===== config.mk =====
export PLATFORM = sky130hd
export DESIGN_NAME = memtest_seq
export DESIGN_NICKNAME = d
export VERILOG_FILES = /design/src/rtl/memtest_pkg.sv /design/src/rtl/memtest_tick.sv /design/src/rtl/memtest_sched.sv /design/src/rtl/memtest_check.sv /design/src/rtl/memtest_seq.sv
export SDC_FILE = /design/constraint.sdc
export NUM_CORES = 1
export LEC_CHECK = 0
export CAP_MARGIN = 5
export CORE_ASPECT_RATIO = 1.25
export CORE_UTILIZATION = 62
export DETAILED_ROUTE_END_ITERATION = 10
export DONT_BUFFER_PORTS = 1
export PLACE_DENSITY = 0.76
export SETUP_SLACK_MARGIN = 0.05
export SLEW_MARGIN = 5
export SYNTH_ARGS = -nofsm -noshare
export SYNTH_HDL_FRONTEND = slang
export SYNTH_SLANG_ARGS = --single-unit

===== constraint.sdc =====
create_clock -name clk -period 3.1 [get_ports clk]
set_input_delay 0.31 -clock clk [delete_from_list [all_inputs] [get_ports clk]]
set_output_delay 0.31 -clock clk [all_outputs]
set_load 0.05 [all_outputs]

===== src/rtl/memtest_pkg.sv =====
package memtest_pkg;

  typedef enum logic [1:0] {
    SEG_BURST = 2'd0,
    SEG_GAP   = 2'd1,
    SEG_RFSH  = 2'd2
  } seg_e;

  localparam logic [1:0] PAT_ONEZERO = 2'd0;
  localparam logic [1:0] PAT_ZEROONE = 2'd1;

  // Pattern bit stored at a location, chosen by its address parity.
  function automatic logic pat_bit(input logic [1:0] pat, input logic lsb);
    case (pat)
      PAT_ONEZERO: return ~lsb;
      PAT_ZEROONE: return lsb;
      default:     return 1'b0;
    endcase
  endfunction

endpackage


===== src/rtl/memtest_tick.sv =====
module memtest_tick #(
  parameter int CLK_PER_US = 125
) (
  input  logic clk,
  input  logic rst,
  output logic run,
  output logic on,
  output logic smp,
  output logic last
);
  localparam int HALF = CLK_PER_US / 2;
  localparam int PH_W = (CLK_PER_US > 2) ? $clog2(CLK_PER_US) : 1;
  localparam logic [PH_W-1:0] PH_LAST = PH_W'(CLK_PER_US - 1);
  localparam logic [PH_W-1:0] PH_SMP  = PH_W'(HALF - 1);
  localparam logic [PH_W-1:0] PH_HALF = PH_W'(HALF);

  logic [PH_W-1:0] ph_q;
  logic            run_q;

  always_ff @(posedge clk) begin
    if (rst) begin
      run_q <= 1'b0;
      ph_q  <= '0;
    end else begin
      run_q <= 1'b1;
      if (run_q) begin
        if (ph_q == PH_LAST) ph_q <= '0;
        else                 ph_q <= ph_q + 1'b1;
      end
    end
  end

  assign run  = run_q;
  assign on   = run_q && (ph_q < PH_HALF);
  assign smp  = run_q && (ph_q == PH_SMP);
  assign last = run_q && (ph_q == PH_LAST);


  half_end_chk: assert property (@(posedge clk) disable iff (rst)
    smp |=> !on);


  period_wrap_chk: assert property (@(posedge clk) disable iff (rst)
    last |=> on);

endmodule


===== src/rtl/memtest_sched.sv =====
module memtest_sched
  import memtest_pkg::*;
#(
  parameter int ADDR_W    = 12,
  parameter int ROW_W     = 6,
  parameter int BURST_LEN = 256,
  parameter int OFF_US    = 1680,
  parameter int PASS_W    = 16
) (
  input  logic              clk,
  input  logic              rst,
  input  logic              last,
  output seg_e              seg,
  output logic [ADDR_W-1:0] addr,
  output logic [ROW_W-1:0]  row,
  output logic              done_wr,
  output logic [PASS_W-1:0] pass_cnt
);
  localparam int ROWS   = 1 << ROW_W;
  localparam int MAX_BO = (BURST_LEN > OFF_US) ? BURST_LEN : OFF_US;
  localparam int MAXN   = (MAX_BO > ROWS) ? MAX_BO : ROWS;
  localparam int STEP_W = (MAXN > 2) ? $clog2(MAXN) : 1;
  localparam logic [STEP_W-1:0] BURST_END = STEP_W'(BURST_LEN - 1);
  localparam logic [STEP_W-1:0] GAP_END   = STEP_W'(OFF_US - 1);
  localparam logic [STEP_W-1:0] RFSH_END  = STEP_W'(ROWS - 1);
  localparam logic [PASS_W-1:0] PASS_MAX  = '1;

  seg_e              seg_q;
  logic [STEP_W-1:0] step_q;
  logic [ADDR_W-1:0] addr_q;
  logic              done_q;
  logic [PASS_W-1:0] pass_q;

  always_ff @(posedge clk) begin
    if (rst) begin
      seg_q  <= SEG_BURST;
      step_q <= '0;
      addr_q <= '0;
      done_q <= 1'b0;
      pass_q <= '0;
    end else if (last) begin
      case (seg_q)
        SEG_BURST: begin
          addr_q <= addr_q + 1'b1;
          if (&addr_q) begin
            if (!done_q)                done_q <= 1'b1;
            else if (pass_q != PASS_MAX) pass_q <= pass_q + 1'b1;
          end
          if (step_q == BURST_END) begin
            step_q <= '0;
            seg_q  <= SEG_GAP;
          end else begin
            step_q <= step_q + 1'b1;
          end
        end
        SEG_GAP: begin
          if (step_q == GAP_END) begin
            step_q <= '0;
            seg_q  <= SEG_RFSH;
          end else begin
            step_q <= step_q + 1'b1;
          end
        end
        default: begin
          if (step_q == RFSH_END) begin
            step_q <= '0;
            seg_q  <= SEG_BURST;
          end else begin
            step_q <= step_q + 1'b1;
          end
        end
      endcase
    end
  end

  assign seg      = seg_q;
  assign addr     = addr_q;
  assign row      = step_q[ROW_W-1:0];
  assign done_wr  = done_q;
  assign pass_cnt = pass_q;


  gap_order_chk: assert property (@(posedge clk) disable iff (rst)
    (seg_q == SEG_GAP) |=> (seg_q != SEG_BURST));


  pass_after_fill_chk: assert property (@(posedge clk) disable iff (rst)
    (pass_q != $past(pass_q)) |-> done_q);

endmodule


===== src/rtl/memtest_check.sv =====
module memtest_check
  import memtest_pkg::*;
#(
  parameter int ADDR_W = 12,
  parameter int ERR_W  = 16,
  parameter int PASS_W = 16
) (
  input  logic              clk,
  input  logic              rst,
  input  logic [1:0]        pat_sel,
  input  logic              smp,
  input  logic              rd_en,
  input  logic [ADDR_W-1:0] addr,
  input  logic              dout,
  input  logic [PASS_W-1:0] pass_cnt,
  output logic              exp_bit,
  output logic              err_stb,
  output logic [ADDR_W-1:0] err_addr,
  output logic              err_exp,
  output logic              err_act,
  output logic [PASS_W-1:0] err_pass,
  output logic [ERR_W-1:0]  err_cnt
);
  localparam logic [ERR_W-1:0] ERR_MAX = '1;

  logic [1:0]        pat_q;
  logic              stb_q;
  logic [ADDR_W-1:0] eaddr_q;
  logic              eexp_q;
  logic              eact_q;
  logic [PASS_W-1:0] epass_q;
  logic [ERR_W-1:0]  cnt_q;

  // Pattern code is only taken while reset is held.
  always_ff @(posedge clk) begin
    if (rst) pat_q <= pat_sel;
  end

  assign exp_bit = pat_bit(pat_q, addr[0]);

  always_ff @(posedge clk) begin
    if (rst) begin
      stb_q   <= 1'b0;
      eaddr_q <= '0;
      eexp_q  <= 1'b0;
      eact_q  <= 1'b0;
      epass_q <= '0;
      cnt_q   <= '0;
    end else begin
      stb_q <= 1'b0;
      if (smp && rd_en && (dout != exp_bit)) begin
        stb_q   <= 1'b1;
        eaddr_q <= addr;
        eexp_q  <= exp_bit;
        eact_q  <= dout;
        epass_q <= pass_cnt;
        if (cnt_q != ERR_MAX) cnt_q <= cnt_q + 1'b1;
      end
    end
  end

  assign err_stb  = stb_q;
  assign err_addr = eaddr_q;
  assign err_exp  = eexp_q;
  assign err_act  = eact_q;
  assign err_pass = epass_q;
  assign err_cnt  = cnt_q;


  err_pulse_chk: assert property (@(posedge clk) disable iff (rst)
    stb_q |=> !stb_q);


  err_mono_chk: assert property (@(posedge clk) disable iff (rst)
    !rst |=> (cnt_q >= $past(cnt_q)));


  sat_hold_chk: assert property (@(posedge clk) disable iff (rst)
    (cnt_q == ERR_MAX) |=> (cnt_q == ERR_MAX));


  pat_latch_chk: assert property (@(posedge clk) disable iff (rst)
    !rst |=> $stable(pat_q));

endmodule


===== src/rtl/memtest_seq.sv =====
module memtest_seq
  import memtest_pkg::*;
#(
  parameter int ADDR_W     = 12,
  parameter int ROW_W      = 6,
  parameter int BURST_LEN  = 256,
  parameter int OFF_US     = 1680,
  parameter int CLK_PER_US = 125,
  parameter int ERR_W      = 16,
  parameter int PASS_W     = 16
) (
  input  logic              clk,
  input  logic              rst,
  input  logic [1:0]        pat_sel,
  output logic              mem_ce,
  output logic              mem_we,
  output logic [ADDR_W-1:0] mem_addr,
  output logic              mem_din,
  input  logic              mem_dout,
  output logic              done_wr,
  output logic [PASS_W-1:0] pass_cnt,
  output logic              err_stb,
  output logic [ADDR_W-1:0] err_addr,
  output logic              err_exp,
  output logic              err_act,
  output logic [PASS_W-1:0] err_pass,
  output logic [ERR_W-1:0]  err_cnt
);
  localparam int HI_W = ADDR_W - ROW_W;

  logic              run, on, smp, last;
  seg_e              seg;
  logic [ADDR_W-1:0] loc;
  logic [ROW_W-1:0]  row;
  logic              exp_bit;
  logic              rd_en;

  memtest_tick #(.CLK_PER_US(CLK_PER_US)) u_tick (
    .clk(clk), .rst(rst), .run(run), .on(on), .smp(smp), .last(last)
  );

  memtest_sched #(
    .ADDR_W(ADDR_W), .ROW_W(ROW_W), .BURST_LEN(BURST_LEN),
    .OFF_US(OFF_US), .PASS_W(PASS_W)
  ) u_sched (
    .clk(clk), .rst(rst), .last(last), .seg(seg), .addr(loc), .row(row),
    .done_wr(done_wr), .pass_cnt(pass_cnt)
  );

  assign rd_en = (seg == SEG_BURST) && done_wr;

  memtest_check #(.ADDR_W(ADDR_W), .ERR_W(ERR_W), .PASS_W(PASS_W)) u_check (
    .clk(clk), .rst(rst), .pat_sel(pat_sel), .smp(smp), .rd_en(rd_en),
    .addr(loc), .dout(mem_dout), .pass_cnt(pass_cnt), .exp_bit(exp_bit),
    .err_stb(err_stb), .err_addr(err_addr), .err_exp(err_exp),
    .err_act(err_act), .err_pass(err_pass), .err_cnt(err_cnt)
  );

  assign mem_ce   = on && (seg != SEG_GAP);
  assign mem_we   = run && (seg == SEG_BURST) && !done_wr;
  assign mem_addr = (seg == SEG_RFSH) ? {{HI_W{1'b0}}, row} : loc;
  assign mem_din  = exp_bit;


  no_write_after_done_chk: assert property (@(posedge clk) disable iff (rst)
    done_wr |-> !mem_we);


  rfsh_addr_chk: assert property (@(posedge clk) disable iff (rst)
    (seg == SEG_RFSH) |-> (!mem_we && (mem_addr[ADDR_W-1:ROW_W] == '0)));

endmodule


==> impl_metrics.toml <==
[timing]
slew_headroom = 0.258
fin_crit_ns = 2.58
hold_viol = 0
finalClockSkew_ns = 0.0154
slew_violations = 0
tightest_slew_ns = 1.11
setup_viol = 0
tns_ns = 0
fmax_mhz = 387
rsz0062_at_grt = "false"
fin_ws_ns = 0.517
post-route-period-util = 0.833

[yosys]
synthXorXnorAreaFrac = 0.0551
avgSynthCellArea_um2 = 8.38
synth_area_leaders = "dfxtp_1, a21oi_1, nand2_1"
syn_nets = 543
synth_top_area_frac = 0.437
synth_mux_area_frac = 0.0293
synth-edff-count = 2
netlist_area_mm2 = 0.00445
async_flop_share = 0
synth_seq_cells = 99
synthesis.instances = 531
seq_area_frac_synth = 0.450
synthSimpleGateAreaFrac = 0.282
synth_top_family_by_area = "simple AND/OR/NAND/NOR gates"
synth_top_area_cell = "dfxtp_1"
synth_fa_ha_area_frac = 0.0197
ys_warn_count = 0
synthTopCellsByCount = "dfxtp_1, nand2_1, a21oi_1"
synth_flop_cell = "dfxtp_1"
yosysUniqueCellTypes = 48
yosys.cell_count.top_type = "dfxtp_1"
synth-compound-area-share = 0.126

[pwr]
finalPower_uw = 2190
vdd_drop_max_mv = 0.311
p_leak_uw = 0.00160
cellPowerDensity_mw_per_mm2 = 452

[detailed_routing]
drt_iter0_drc = 231
drc = 0
wl_per_cell_um = 15.7
routed_wl_mm = 9.90
via_per_inst = 6.00
num_vias = 3794
drt_first_pass_iters = 4
ant_nets = 0

[global_route]
grt_max_degree = 54
grt_pass1_wl_mm = 16.3
grt_pass1_vias = 3518
antenna_found_initial = 0
grtUsageTotal = 0.271
grt_remaining_overflow = 0

[worst_setup_path]
cp-start-kind = "flop"
path_class = "reg2reg"
slowest_stage = "o211ai_1"
critPathRequiredTime_ns = 3.39
cp_data_arrival_time_ns = 2.88
max_stage_delay_ns = 0.91
crit_family = "compound AO/OA/AOI/OAI gates"
cp_max_fo = 18
crit_path_cell_trace = "and4_1, nand4_1, o211ai_1, o21ai_0, a21oi_1"
end_kind = "flop"
cp_num_buf_inv = 0

[clock_tree]
clock_latency_ns = 0.37
cts-resized-gates = 0
cts-root-buf = "clkbuf_8"
numCtsBuffers = 9
ctsHtreeMaxLevel = 3
cts-hold-fix-buffers = 4
cts_tree = "done"
clockBufferDepth = 2
clk_pin_slew_ns = 0.10
cts_setup_buffers = 0
cts_sinks = 99

[final_layout]
fillers = 559
syn2layout_area_growth_pct = 8.75
regArea_mm2 = 0.00200
final_nets = 549
multi_input_area_mm2 = 0.00229
drive_above_1_share = 0.101
fin_area_mm2 = 0.00484
antenna_cells = 0

[floorplan]
dieArea_mm2 = 0.00752
die_w_um = 77.8
initial_core_util = 0.641
core_mm2 = 0.00693
chipHeight_um = 96.7
fp-row-count = 34
ios = 84

[status]
status = "finished, final reports clean"

[worst_hold_path]
hp-class = "in2reg"

[placed_design]
gp_congestion = 0.834
dpl.hpwl_mm = 6.40
post-place-ws_ns = 0.585
place_area_mm2 = 0.00458
io_buffers = 0

[run]
maxCapViolCount = 0
-- kinds of logic after synthesis --
family                     Yosys count
and+or+nand+nor                    245
AOI/OAI and AO/OA                  102
DFF                                 99
buffers and inverters               38
xor gates and xnor gates            28
muxes                               12
adders and majority gates            7
-- layer usage --
layer | share of wire | track usage | vias to the layer above
met1 | 0.44 | 0.320 | 1806
met4 | 0.016 | 0.129 | 0
met2 | 0.50 | 0.466 | 98
li1 | - | - | 1877
met3 | 0.048 | 0.0528 | 13
met5 | 0 | 0 | -
-- through the flow --
| stage | utilization | instances | hold slack, ns |
|---|---|---|---|
| after detailed placement | 0.660 | 611 | 0.388 |
| after CTS | 0.696 | 631 | 0.000295 |
| after floorplan | - | 531 | 0.409 |
| after global placement | 0.660 | 611 | 0.385 |
| final | 0.698 | 632 | 0.0161 |
| after global routing | 0.698 | 632 | 0.000215 |
-- power breakdown --
part / leakage, uW / total [uW] / internal (uW) / switching [uW]
combinational: 0.000700 / 56.3 / 15.9 / 40.4
clock: 0.000102 / 845 / 383 / 462
sequential: 0.000801 / 1290 / 1280 / 6.31
-- state kept, by name, indices dropped and copies added (netlist names) --
name              flops
u_tick.ph_q           7
u_check.err_addr     12
u_check.err_act       1
u_sched.seg           2
u_check.err_exp       1
u_check.pat_q         2
u_check.err_cnt      16
u_sched.pass_cnt     16
u_sched.addr         12
u_check.err_stb       1
u_check.err_pass     16
u_sched.done_wr       1
u_sched.step_q       11
u_tick.run            1
-- final timing paths --
kind	startpoint	end	slack [ns]	cells after the start
worst max register to register	u_sched.pass_cnt[6]$_SDFFE_PP0P_	u_sched.pass_cnt[11]$_SDFFE_PP0P_	0.52	5
worst max-delay path	u_sched.pass_cnt[6]$_SDFFE_PP0P_	u_sched.pass_cnt[11]$_SDFFE_PP0P_	0.52	5
worst min-delay path	rst	u_tick.ph_q[0]$_SDFFE_PP0P_	0.02	1
worst min register to register	u_sched.addr[9]$_SDFFE_PP0P_	u_check.err_addr[9]$_SDFFE_PP0P_	0.52	2
-- worst reg2reg max path: stages, from the launching register on --
cell and delay, ns:
dfxtp_1 0.74, and4_1 0.35, nand4_1 0.10, o211ai_1 0.91, o21ai_0 0.23, a21oi_1 0.18
-- layout make-up --
cell class	instances	area share
inverter	10	0.00776
timing repair buffer	23	0.0404
sequential	99	0.414
tap	90	0.0233
clock inverter	6	0.0145
multi-input combinational	394	0.474
clock buffer	10	0.0264
-- layout by cell type, fill, tap and decap left out, types with 2 or more instances in the layout --
| cell | Yosys | layout |
|---|---|---|
| edfxtp_1 | 2 | 2 |
| dfxtp_1 | 97 | 97 |
| xnor2_1 | 9 | 9 |
| xor2_1 | 19 | 19 |
| mux2i_1 | 4 | 4 |
| mux2_2 | 8 | 8 |
| o31ai_1 | 4 | 4 |
| nand2b_1 | 2 | 2 |
| or3_1 | 23 | 23 |
| nand3_1 | 25 | 25 |
| o21ai_0 | 26 | 25 |
| dlygate4sd3_1 | 0 | 4 |
| nor4_2 | 1 | 2 |
| and2_1 | 7 | 7 |
| inv_1 | 10 | 10 |
| o211ai_1 | 3 | 3 |
| and3_1 | 6 | 6 |
| a21oi_1 | 61 | 61 |
| nand2_1 | 81 | 81 |
| nand4_1 | 16 | 16 |
| o21a_1 | 2 | 2 |
| ha_1 | 7 | 7 |
| or4_1 | 8 | 8 |
| buf_4 | 2 | 18 |
| o21ai_2 | 1 | 2 |
| and4_1 | 3 | 3 |
| nor4_1 | 5 | 4 |
| nor2b_1 | 3 | 3 |
| inv_6 | 0 | 3 |
| nor3_1 | 13 | 12 |
| clkbuf_8 | 0 | 9 |
| nor2_1 | 41 | 41 |
| nand4bb_1 | 2 | 2 |
(Power assumes the default switching activity.)
